**src/rtl/emul_pinctl_pkg.sv**
```systemverilog
package emul_pinctl_pkg;

    typedef enum logic [2:0] {
        PM_RESET,
        PM_RUN,
        PM_IDLE,
        PM_PDOWN,
        PM_EMUL
    } pin_mode_e;

    typedef struct packed {
        logic val;
        logic oe;
        logic pu;
    } strobe_pin_t;

endpackage

```
**src/rtl/emul_pinctl_sync.sv**
```systemverilog
module emul_pinctl_sync #(
    parameter int               WIDTH   = 1,
    parameter int               STAGES  = 2,
    parameter logic [WIDTH-1:0] RST_VAL = '0
) (
    input  logic             clk,
    input  logic             rst_n,
    input  logic [WIDTH-1:0] d,
    output logic [WIDTH-1:0] q
);
    logic [WIDTH-1:0] chain [STAGES];

    for (genvar s = 0; s < STAGES; s++) begin : g_stage
        if (s == 0) begin : g_first
            always_ff @(posedge clk or negedge rst_n) begin
                if (!rst_n) chain[s] <= RST_VAL;
                else        chain[s] <= d;
            end
        end else begin : g_next
            always_ff @(posedge clk or negedge rst_n) begin
                if (!rst_n) chain[s] <= RST_VAL;
                else        chain[s] <= chain[s-1];
            end
        end
    end

    assign q = chain[STAGES-1];
endmodule

```
**src/rtl/emul_pinctl_fsm.sv**
```systemverilog
module emul_pinctl_fsm
    import emul_pinctl_pkg::*;
(
    input  logic      clk,
    input  logic      rst_n,
    input  logic      rst_s,
    input  logic      ale_s,
    input  logic      psen_s,
    input  logic      idle,
    input  logic      pdown,
    output pin_mode_e mode
);
    typedef enum logic [1:0] {
        ST_RST_PLAIN,
        ST_RST_ARMED,
        ST_RUN,
        ST_EMUL
    } seq_state_e;

    seq_state_e state_q, state_d;
    logic       entry_cond;

    assign entry_cond = !ale_s && psen_s;

    always_comb begin
        state_d = state_q;
        unique case (state_q)
            ST_RST_PLAIN, ST_RST_ARMED: begin
                if (rst_s) begin
                    if (entry_cond)  state_d = ST_RST_ARMED;
                    else if (ale_s)  state_d = ST_RST_PLAIN;
                end else if (state_q == ST_RST_ARMED && !ale_s) begin
                    state_d = ST_EMUL;
                end else begin
                    state_d = ST_RUN;
                end
            end
            ST_RUN, ST_EMUL: begin
                if (rst_s) state_d = entry_cond ? ST_RST_ARMED : ST_RST_PLAIN;
            end
            default: state_d = ST_RST_PLAIN;
        endcase
    end

    always_ff @(posedge clk or negedge rst_n) begin
        if (!rst_n) state_q <= ST_RST_PLAIN;
        else        state_q <= state_d;
    end

    always_comb begin
        unique case (state_q)
            ST_RST_PLAIN, ST_RST_ARMED: mode = PM_RESET;
            ST_EMUL:                    mode = PM_EMUL;
            ST_RUN: begin
                if (pdown)     mode = PM_PDOWN;
                else if (idle) mode = PM_IDLE;
                else           mode = PM_RUN;
            end
            default:                    mode = PM_RESET;
        endcase
    end

    assert_emul_hold_R6: assert property (@(posedge clk) disable iff (!rst_n)
        (state_q == ST_EMUL && !rst_s) |=> (state_q == ST_EMUL));

    assert_emul_entry_R2: assert property (@(posedge clk) disable iff (!rst_n)
        (state_q == ST_EMUL && $past(state_q) != ST_EMUL)
            |-> ($past(state_q) == ST_RST_ARMED && !$past(ale_s)));

    assert_release_ale_high_R3: assert property (@(posedge clk) disable iff (!rst_n)
        ((state_q == ST_RST_PLAIN || state_q == ST_RST_ARMED) && !rst_s && ale_s)
            |=> (state_q == ST_RUN));

    assert_plain_no_emul_R4: assert property (@(posedge clk) disable iff (!rst_n)
        (state_q == ST_RST_PLAIN && !rst_s) |=> (state_q == ST_RUN));
endmodule

```
**src/rtl/emul_pinctl_drive.sv**
```systemverilog
module emul_pinctl_drive
    import emul_pinctl_pkg::*;
#(
    parameter int NPORT  = 4,
    parameter int PORT_W = 8
) (
    input  pin_mode_e                     mode,
    input  logic                          ext_prog,
    input  logic                          ale_bus,
    input  logic                          psen_bus,
    input  logic [NPORT-1:0][PORT_W-1:0]  lat,
    input  logic [PORT_W-1:0]             addr_hi,
    output strobe_pin_t                   ale_o,
    output strobe_pin_t                   psen_o,
    output logic [NPORT-1:0][PORT_W-1:0]  pval,
    output logic [NPORT-1:0]              poe,
    output logic [NPORT-1:0]              ppu
);
    localparam int BUS_PORT  = 0;
    localparam int ADDR_PORT = 2;

    always_comb begin
        unique case (mode)
            PM_RESET, PM_EMUL: begin
                ale_o  = '{val: 1'b1, oe: 1'b0, pu: 1'b1};
                psen_o = '{val: 1'b1, oe: 1'b0, pu: 1'b1};
            end
            PM_RUN: begin
                ale_o  = '{val: ale_bus,  oe: 1'b1, pu: 1'b0};
                psen_o = '{val: psen_bus, oe: 1'b1, pu: 1'b0};
            end
            PM_IDLE: begin
                ale_o  = '{val: 1'b1, oe: 1'b1, pu: 1'b0};
                psen_o = '{val: 1'b1, oe: 1'b1, pu: 1'b0};
            end
            PM_PDOWN: begin
                ale_o  = '{val: 1'b0, oe: 1'b1, pu: 1'b0};
                psen_o = '{val: 1'b0, oe: 1'b1, pu: 1'b0};
            end
            default: begin
                ale_o  = '{val: 1'b1, oe: 1'b0, pu: 1'b1};
                psen_o = '{val: 1'b1, oe: 1'b0, pu: 1'b1};
            end
        endcase
    end

    for (genvar i = 0; i < NPORT; i++) begin : g_port
        localparam bit IS_BUS  = (i == BUS_PORT);
        localparam bit IS_ADDR = (i == ADDR_PORT);

        always_comb begin
            unique case (mode)
                PM_RESET: begin
                    pval[i] = '1;
                    poe[i]  = 1'b1;
                    ppu[i]  = 1'b1;
                end
                PM_EMUL: begin
                    pval[i] = IS_BUS ? '0 : '1;
                    poe[i]  = 1'b0;
                    ppu[i]  = !IS_BUS;
                end
                PM_RUN: begin
                    pval[i] = lat[i];
                    poe[i]  = 1'b1;
                    ppu[i]  = !IS_BUS;
                end
                PM_IDLE, PM_PDOWN: begin
                    if (IS_BUS) begin
                        pval[i] = ext_prog ? '0 : lat[i];
                        poe[i]  = !ext_prog;
                        ppu[i]  = 1'b0;
                    end else begin
                        pval[i] = (IS_ADDR && mode == PM_IDLE && ext_prog) ? addr_hi : lat[i];
                        poe[i]  = 1'b1;
                        ppu[i]  = 1'b1;
                    end
                end
                default: begin
                    pval[i] = '1;
                    poe[i]  = 1'b1;
                    ppu[i]  = 1'b1;
                end
            endcase
        end
    end
endmodule

```
**src/rtl/emul_pinctl.sv**
```systemverilog
module emul_pinctl
    import emul_pinctl_pkg::*;
#(
    parameter int PORT_W      = 8,
    parameter int SYNC_STAGES = 2
) (
    input  logic              clk,
    input  logic              rst_n,
    input  logic              rst_pin,
    input  logic              ale_in,
    input  logic              psen_in,
    input  logic              ale_bus,
    input  logic              psen_bus,
    input  logic              idle,
    input  logic              pdown,
    input  logic              ext_prog,
    input  logic [PORT_W-1:0] p0_lat,
    input  logic [PORT_W-1:0] p1_lat,
    input  logic [PORT_W-1:0] p2_lat,
    input  logic [PORT_W-1:0] p3_lat,
    input  logic [PORT_W-1:0] addr_hi,
    output logic              ale_val,
    output logic              ale_oe,
    output logic              ale_pu,
    output logic              psen_val,
    output logic              psen_oe,
    output logic              psen_pu,
    output logic [PORT_W-1:0] p0_val,
    output logic              p0_oe,
    output logic              p0_pu,
    output logic [PORT_W-1:0] p1_val,
    output logic              p1_oe,
    output logic              p1_pu,
    output logic [PORT_W-1:0] p2_val,
    output logic              p2_oe,
    output logic              p2_pu,
    output logic [PORT_W-1:0] p3_val,
    output logic              p3_oe,
    output logic              p3_pu
);
    localparam int NPORT  = 4;
    localparam int SYNC_W = 3;

    logic [SYNC_W-1:0]              sync_q;
    logic                           rst_s, ale_s, psen_s;
    pin_mode_e                      mode;
    strobe_pin_t                    ale_o, psen_o;
    logic [NPORT-1:0][PORT_W-1:0]   lat, pval;
    logic [NPORT-1:0]               poe, ppu;

    emul_pinctl_sync #(
        .WIDTH   (SYNC_W),
        .STAGES  (SYNC_STAGES),
        .RST_VAL ({SYNC_W{1'b1}})
    ) u_sync (
        .clk   (clk),
        .rst_n (rst_n),
        .d     ({rst_pin, ale_in, psen_in}),
        .q     (sync_q)
    );

    assign {rst_s, ale_s, psen_s} = sync_q;

    emul_pinctl_fsm u_fsm (
        .clk    (clk),
        .rst_n  (rst_n),
        .rst_s  (rst_s),
        .ale_s  (ale_s),
        .psen_s (psen_s),
        .idle   (idle),
        .pdown  (pdown),
        .mode   (mode)
    );

    assign lat = {p3_lat, p2_lat, p1_lat, p0_lat};

    emul_pinctl_drive #(
        .NPORT  (NPORT),
        .PORT_W (PORT_W)
    ) u_drive (
        .mode     (mode),
        .ext_prog (ext_prog),
        .ale_bus  (ale_bus),
        .psen_bus (psen_bus),
        .lat      (lat),
        .addr_hi  (addr_hi),
        .ale_o    (ale_o),
        .psen_o   (psen_o),
        .pval     (pval),
        .poe      (poe),
        .ppu      (ppu)
    );

    assign {ale_val, ale_oe, ale_pu}    = ale_o;
    assign {psen_val, psen_oe, psen_pu} = psen_o;
    assign {p3_val, p2_val, p1_val, p0_val} = pval;
    assign {p3_oe, p2_oe, p1_oe, p0_oe}     = poe;
    assign {p3_pu, p2_pu, p1_pu, p0_pu}     = ppu;

    assert_emul_p0_float_R5: assert property (@(posedge clk) disable iff (!rst_n)
        (mode == PM_EMUL) |-> (!p0_oe && !p0_pu && !ale_oe && !psen_oe));

    assert_pdown_strobes_R8: assert property (@(posedge clk) disable iff (!rst_n)
        (mode == PM_PDOWN) |-> (ale_oe && !ale_val && psen_oe && !psen_val));

    assert_reset_ports_R1: assert property (@(posedge clk) disable iff (!rst_n)
        rst_s |=> (p1_oe && p1_pu && (&p1_val) && !ale_oe && ale_pu));
endmodule

```
**config.mk**
```make
export PLATFORM = sky130hd
export DESIGN_NAME = emul_pinctl
export DESIGN_NICKNAME = d
export VERILOG_FILES = /design/src/rtl/emul_pinctl_pkg.sv /design/src/rtl/emul_pinctl_sync.sv /design/src/rtl/emul_pinctl_fsm.sv /design/src/rtl/emul_pinctl_drive.sv /design/src/rtl/emul_pinctl.sv
export SDC_FILE = /design/constraint.sdc
export NUM_CORES = 1
export LEC_CHECK = 0
export ABC_AREA = 1
export BUFFER_PORTS_ARGS = -buffer_cell sky130_fd_sc_hd__buf_2
export CAP_MARGIN = 30
export CORE_UTILIZATION = 29
export DETAILED_ROUTE_END_ITERATION = 7
export PLACE_DENSITY = 0.75
export SETUP_SLACK_MARGIN = 0.4
export SYNTH_ARGS = -nofsm -noshare
export SYNTH_HDL_FRONTEND = slang
export SYNTH_SLANG_ARGS = --single-unit
export TNS_END_PERCENT = 5
```
**constraint.sdc**
```tcl
create_clock -name clk -period 1.1 [get_ports clk]
set_input_delay 0.165 -clock clk [delete_from_list [all_inputs] [get_ports clk]]
set_output_delay 0.165 -clock clk [all_outputs]
set_load 0.05 [all_outputs]
```
==> impl_metrics.toml, run 1 <==
[run_status]
outcome = "complete, but fails checks"
violations = "negative setup slack"

[min_path]
min_path_cells = 1
hold_end = "u_sync.chain[3]$_DFF_PN1_"
hold_class = "input port to register"
hold_path.startpoint = "psen_in"

[synthesis]
ys_ff_latch = 8
synth_top_area_share_pct = 19.91
synth_top_area_cell = "dfstp_2"
synth_area_um2 = 792.0
ys_warn_count = 0
syn_inst = 119
synth_seq_area_share_pct = 26.22
yosys.cell_types.count = 22
avgSynthCellArea_um2 = 6.656
netlist_top_cells_area = "dfstp_2 (20%), nand2_1 (18%), or2_2 (13%)"

[power]
p_seq_share_pct = 18.8
cellPowerDensity_nw_per_um2 = 962.1
power.switching_mw = 0.8329
p_total_mw = 1.749
vdd_drop_max_mv = 1.023
clockPowerShare_pct = 13.9
cellLeakagePower_nw = 0.9423
switching_share_pct = 47.61
pwr-share-comb_pct = 67.3
internal-power_mw = 0.9163

[critical_path]
critPathSlowestCell = "dfrtp_1"
critPathMaxFanout = 7
timing.rr.start = "u_fsm.state_q[1]$_DFFE_PN0P_"
critPathLaunchType = "register"
ff2ff_setup_slack_ns = -0.19
cp.required_ns = 0.94
reg2reg_to = "u_fsm.state_q[0]$_DFFE_PN0P_"
cp_cell_sequence = "inv_2 -> nand2_8 -> nor2_8 -> buf_12 -> o21ai_2 -> o21ai_1 -> nand2_2 -> buf_8"
worst_path_largest_cell_delay_ns = 0.39
worst_setup_path_end_kind = "output pin"
cp.arrival_ns = 1.52
worstSetupPathType = "register to output pin"
worstRegToRegCells = 5

[place]
place_hpwl_um = 2017
port_buffers = 92
dp_cells = 246
routabilityCongestion = 0.7622
pre_cts_slack_ns = -0.2895

[global_route]
top_usage_layer = "met2"
grt-ovfl-total = 0
grt_pass1_wl_um = 4471
met3_usage_pct = 4.444
use_met2_pct = 47.97
grt_pass1_vias = 1071
grtUsageTotal_pct = 21.48
antenna_found_initial = 0
grtUsageMet1_pct = 18.55
grt_max_degree = 16

[sta]
setup_viol = 44
report.final.slew_viol_count = 0
fmax_mhz = 592.4
final-hold-violation-count = 0
final.min_clock_period_ns = 1.688
rsz0062_at_grt = "yes"
fin_ws_ns = -0.5882
finClkSkew_ns = 0.01405
period_share_pct = 153.5

[floorplanning]
die_x_um = 54.26
core_um2 = 2522
start_util_pct = 31.40
rows = 18
die_area_um2 = 2944
die_h_um = 54.26
ios = 96

[drt]
viasPerCell = 4.571
antenna_left = 0
avgRoutedWirePerCell_um = 12.85
dr.pass1.iters = 4
vias = 1161
wirelength_um = 3265
drt_iter0_markers = 9
drc = 0

[clocking]
htree_levels = 1
clk_latency_ns = 0.26
cts.sinks = 8
clock_path_buffers = 2
cts-root-buf = "clkbuf_4"
cts_tree = "done"
numCtsBuffers = 3
cts.clk_slew.worst_paths_ns = 0.06

[finish]
fin_cells = 254
n_fill_cell = 179
drive_above_1_share_pct = 76.79
nets = 275
syn2layout_area_growth_pct = 129.5
num_antenna_cells = 0
post-route-util_pct = 72.07

[flow_run]
drv_cap = 0
metal layers:
metal,part of all wire [%],vias up
li1,-,563
met1,31,532
met2,60,62
met3,7.7,4
met4,1.0,0
met5,0,-
cell usage in the layout, fill, tap and decap left out:
master / count
nor2_4: 3
nand2_8: 1
dfrtp_2: 1
or2_2: 15
dfrtp_1: 1
buf_2: 50
buf_12: 1
o21bai_1: 1
dlygate4sd3_1: 2
buf_6: 24
inv_4: 1
clkinvlp_4: 1
clkbuf_4: 3
a21oi_2: 2
nand3_1: 3
a21oi_1: 2
nor2_1: 1
inv_2: 1
o21ai_2: 7
nand2_2: 16
or2_4: 1
inv_1: 10
clkbuf_1: 1
nand2_4: 4
nand2_1: 22
buf_8: 15
dfstp_2: 6
buf_4: 17
nor2_2: 1
o21ai_0: 1
conb_1: 3
nor3_2: 1
o21ai_1: 5
nor2_8: 1
cell usage after synthesis:
cell and n:
buf_6 1, nand2_4 4, conb_1 1, nor2_4 1, nor2_8 1, clkbuf_2 1, inv_2 2, o21bai_1 1
o21ai_1 6, buf_4 8, nor3_1 1, nand2_1 38, a21oi_1 4, nand3_1 3, dfrtp_1 2, o21ai_0 7
nor2_1 3, nand2_2 1, inv_1 11, or2_2 16, dfstp_2 6, nor2_2 1
power by group through the flow:
stage	Sequential (mW)	Clock [mW]	Combinational, mW
finish	0.329	0.243	1.18
global route	0.330	0.265	1.24
CTS	0.328	0.248	1.10
detailed placement	0.332	0	0.919
global placement	0.331	0	0.913
floorplan	0.331	0	0.679
repair_timing:
action	CTS	global route
pin swaps	0	7
buffers inserted	0	2
gates resized for setup	92	24
hold buffers	1	1
endpoints found under the setup margin	44	44
hold endpoints to repair	8	1
per-stage QoR:
step | setup TNS [ns] | hold WS (ns) | area, µm²
2_1_floorplan | -8.392 | -0.1306 | 865.8
3_3_place_gp | -9.131 | 0.007196 | 1394
3_5_place_dp | -9.773 | 0.01303 | 1394
4_1_cts | -19.41 | 0.007497 | 1723
5_1_grt | -22.98 | 0.004634 | 1818
6_report | -20.38 | 0.01762 | 1818
layout make-up:
type,count,area (µm²),share of cell area (%)
Tap cell,30,37.54,2.065
Sequential cell,8,209.0,11.49
Inverter,13,55.05,3.028
Timing Repair Buffer,109,913.4,50.24
Multi-Input combinational cell,90,576.8,31.73
Clock buffer,4,26.28,1.445
how the worst max path moves through the flow:
stage / start / to
floorplan: u_fsm.state_q[0]$_DFFE_PN0P_ / p0_val[0]
global placement: u_fsm.state_q[0]$_DFFE_PN0P_ / p1_val[2]
CTS: u_fsm.state_q[0]$_DFFE_PN0P_ / p2_val[3]
global route: u_fsm.state_q[0]$_DFFE_PN0P_ / p2_val[2]
finish: u_fsm.state_q[0]$_DFFE_PN0P_ / p2_val[3]
detailed placement: u_fsm.state_q[0]$_DFFE_PN0P_ / p0_val[7]
critical path, delay by kind of cell (launching register included):
family | cells | cell delay [ns]
DFF | 1 | 0.39
buffers and inverters | 3 | 0.39
AOI/OAI and AO/OA | 2 | 0.16
and+or+nand+nor | 3 | 0.33
logic make-up after synthesis:
| kind of cell | Yosys count | share of synthesized area, % |
|---|---|---|
| AOI/OAI and AO/OA | 18 | 11.69 |
| buffers and inverters | 23 | 15.80 |
| DFF | 8 | 26.22 |
| other | 1 | 0.4735 |
| and+or+nand+nor | 69 | 45.81 |
sequential cells by signal, indices dropped and copies added (netlist names):
signal / cells
u_fsm.state_q: 2
u_sync.chain: 3
u_sync.q: 3
(Power assumes the default switching activity.)
==> inputs of run 2 (changes only) <==
--- a/config.mk
+++ b/config.mk
@@ -11,6 +11,7 @@
 export CORE_UTILIZATION = 29
 export DETAILED_ROUTE_END_ITERATION = 7
 export PLACE_DENSITY = 0.75
+export RECOVER_POWER = 100
 export SETUP_SLACK_MARGIN = 0.4
 export SYNTH_ARGS = -nofsm -noshare
 export SYNTH_HDL_FRONTEND = slang
==> impl_metrics.toml, run 2 (synthesis results as in run 1) <==
[run_status]
outcome = "complete, but fails checks"
violations = "negative setup slack"

[clocking]
clk_latency_ns = 0.26
cts-root-buf = "clkbuf_4"
cts.sinks = 8
clock_path_buffers = 2
numCtsBuffers = 3
cts_tree = "done"
htree_levels = 1
cts.clk_slew.worst_paths_ns = 0.06

[finish]
syn2layout_area_growth_pct = 129.4
nets = 275
fin_cells = 254
final_cell_mix = "buf_2 (49), buf_6 (24), nand2_1 (22)"
layout_commonest_cell = "buf_2"
post-route-util_pct = 72.02
num_antenna_cells = 0
drive_above_1_share_pct = 76.34

[place]
routabilityCongestion = 0.7622
dp_cells = 246
place_hpwl_um = 2017
port_buffers = 92

[sta]
period_share_pct = 153.5
finClkSkew_ns = 0.01405
setup_viol = 44
fin_ws_ns = -0.5881
report.final.slew_viol_count = 0
final.min_clock_period_ns = 1.688
fmax_mhz = 592.4
final-hold-violation-count = 0
rsz0062_at_grt = "yes"

[global_route]
grt_pass1_vias = 1071
grt-ovfl-total = 0
antenna_found_initial = 0
grt_max_degree = 16
grt_pass1_wl_um = 4471
grtUsageTotal_pct = 21.48

[flow_run]
drv_cap = 0

[drt]
avgRoutedWirePerCell_um = 12.85
antenna_left = 0
drt_iter0_markers = 9
vias = 1161
viasPerCell = 4.571
drc = 0
dr.pass1.iters = 4
wirelength_um = 3265

[critical_path]
timing.rr.start = "u_fsm.state_q[1]$_DFFE_PN0P_"
worstSetupStartpoint = "u_fsm.state_q[0]$_DFFE_PN0P_"
worst_setup_path_end_kind = "output pin"
cp.required_ns = 0.94
critPathMaxFanout = 7
cp.arrival_ns = 1.52
worstSetupPathType = "register to output pin"
critPathLaunchType = "register"

[floorplanning]
start_util_pct = 31.40
die_h_um = 54.26
die_area_um2 = 2944
die_x_um = 54.26
ios = 96
rows = 18
core_um2 = 2522

[power]
vdd_drop_max_mv = 1.021
cellLeakagePower_nw = 0.9395
cellPowerDensity_nw_per_um2 = 962.5

[min_path]
hold_path.startpoint = "psen_in"
hold_class = "input port to register"
-- run 2: changes by cell type in the layout (fill, tap and decap cells not counted) --
cell and delta:
buf_2 -1, clkbuf_1 +1
-- run 2: what timing repair did --
item                                    CTS  global route
pin swaps                                 0             7
resized for setup                        92            24
setup buffers                             0             2
endpoints found under the setup margin   44            44
endpoints found under the hold margin     8             1
gates cloned                              0             0
hold buffers                              1             1
-- run 2: worst paths after layout --
check,end,slack (ns),cells past startpoint
max reg2reg,u_fsm.state_q[0]$_DFFE_PN0P_,-0.19,5
min,u_sync.chain[3]$_DFF_PN1_,0.02,1
max,p2_val[3],-0.59,8
min reg2reg,u_sync.q[2]$_DFF_PN1_,0.34,0
min in group asynchronous,u_fsm.state_q[0]$_DFFE_PN0P_,0.36,2
max in group asynchronous,u_sync.chain[3]$_DFF_PN1_,0.40,2
-- run 2: power by group --
group | internal (mW) | switching [mW]
Clock | 0.139 | 0.104
Sequential | 0.320 | 0.00870
Combinational | 0.457 | 0.720
-- run 2: critical path: stages (launching register included) --
cell,delay (ns)
dfrtp_1,0.39
inv_2,0.11
nand2_8,0.09
nor2_8,0.15
buf_12,0.13
o21ai_2,0.05
o21ai_1,0.11
nand2_2,0.09
buf_8,0.15
-- run 2: per-layer routing --
metal | global-route usage (%) | share of wire, % | vias up | routed length (µm)
met1 | 18.55 | 31 | 532 | 1021
met2 | 47.97 | 60 | 62 | 1956
met5 | 0 | 0 | - | 0
li1 | - | - | 563 | -
met3 | 4.444 | 7.7 | 4 | 253
met4 | 3.846 | 1.0 | 0 | 34
-- run 2: area by class of cell --
class | instances | area [µm²]
fill | 178 | 705.7
timing repair buffer | 109 | 912.1
clock buffer | 4 | 26.28
inverter | 13 | 55.05
tap | 30 | 37.54
sequential | 8 | 209.0
multi-input combinational | 90 | 576.8
-- run 2: per-stage QoR --
step	instance area (µm²)	power (mW)	worst slack (ns)	hold WS [ns]	setup TNS (ns)
global route	1817	1.833	-0.6379	0.004634	-22.98
global placement	1394	1.244	-0.2785	0.007196	-9.131
floorplan	865.8	1.010	-0.2761	-0.1306	-8.392
detailed placement	1394	1.251	-0.2895	0.01303	-9.773
finish	1817	1.749	-0.5881	0.01818	-20.38
CTS	1723	1.679	-0.5323	0.007497	-19.41
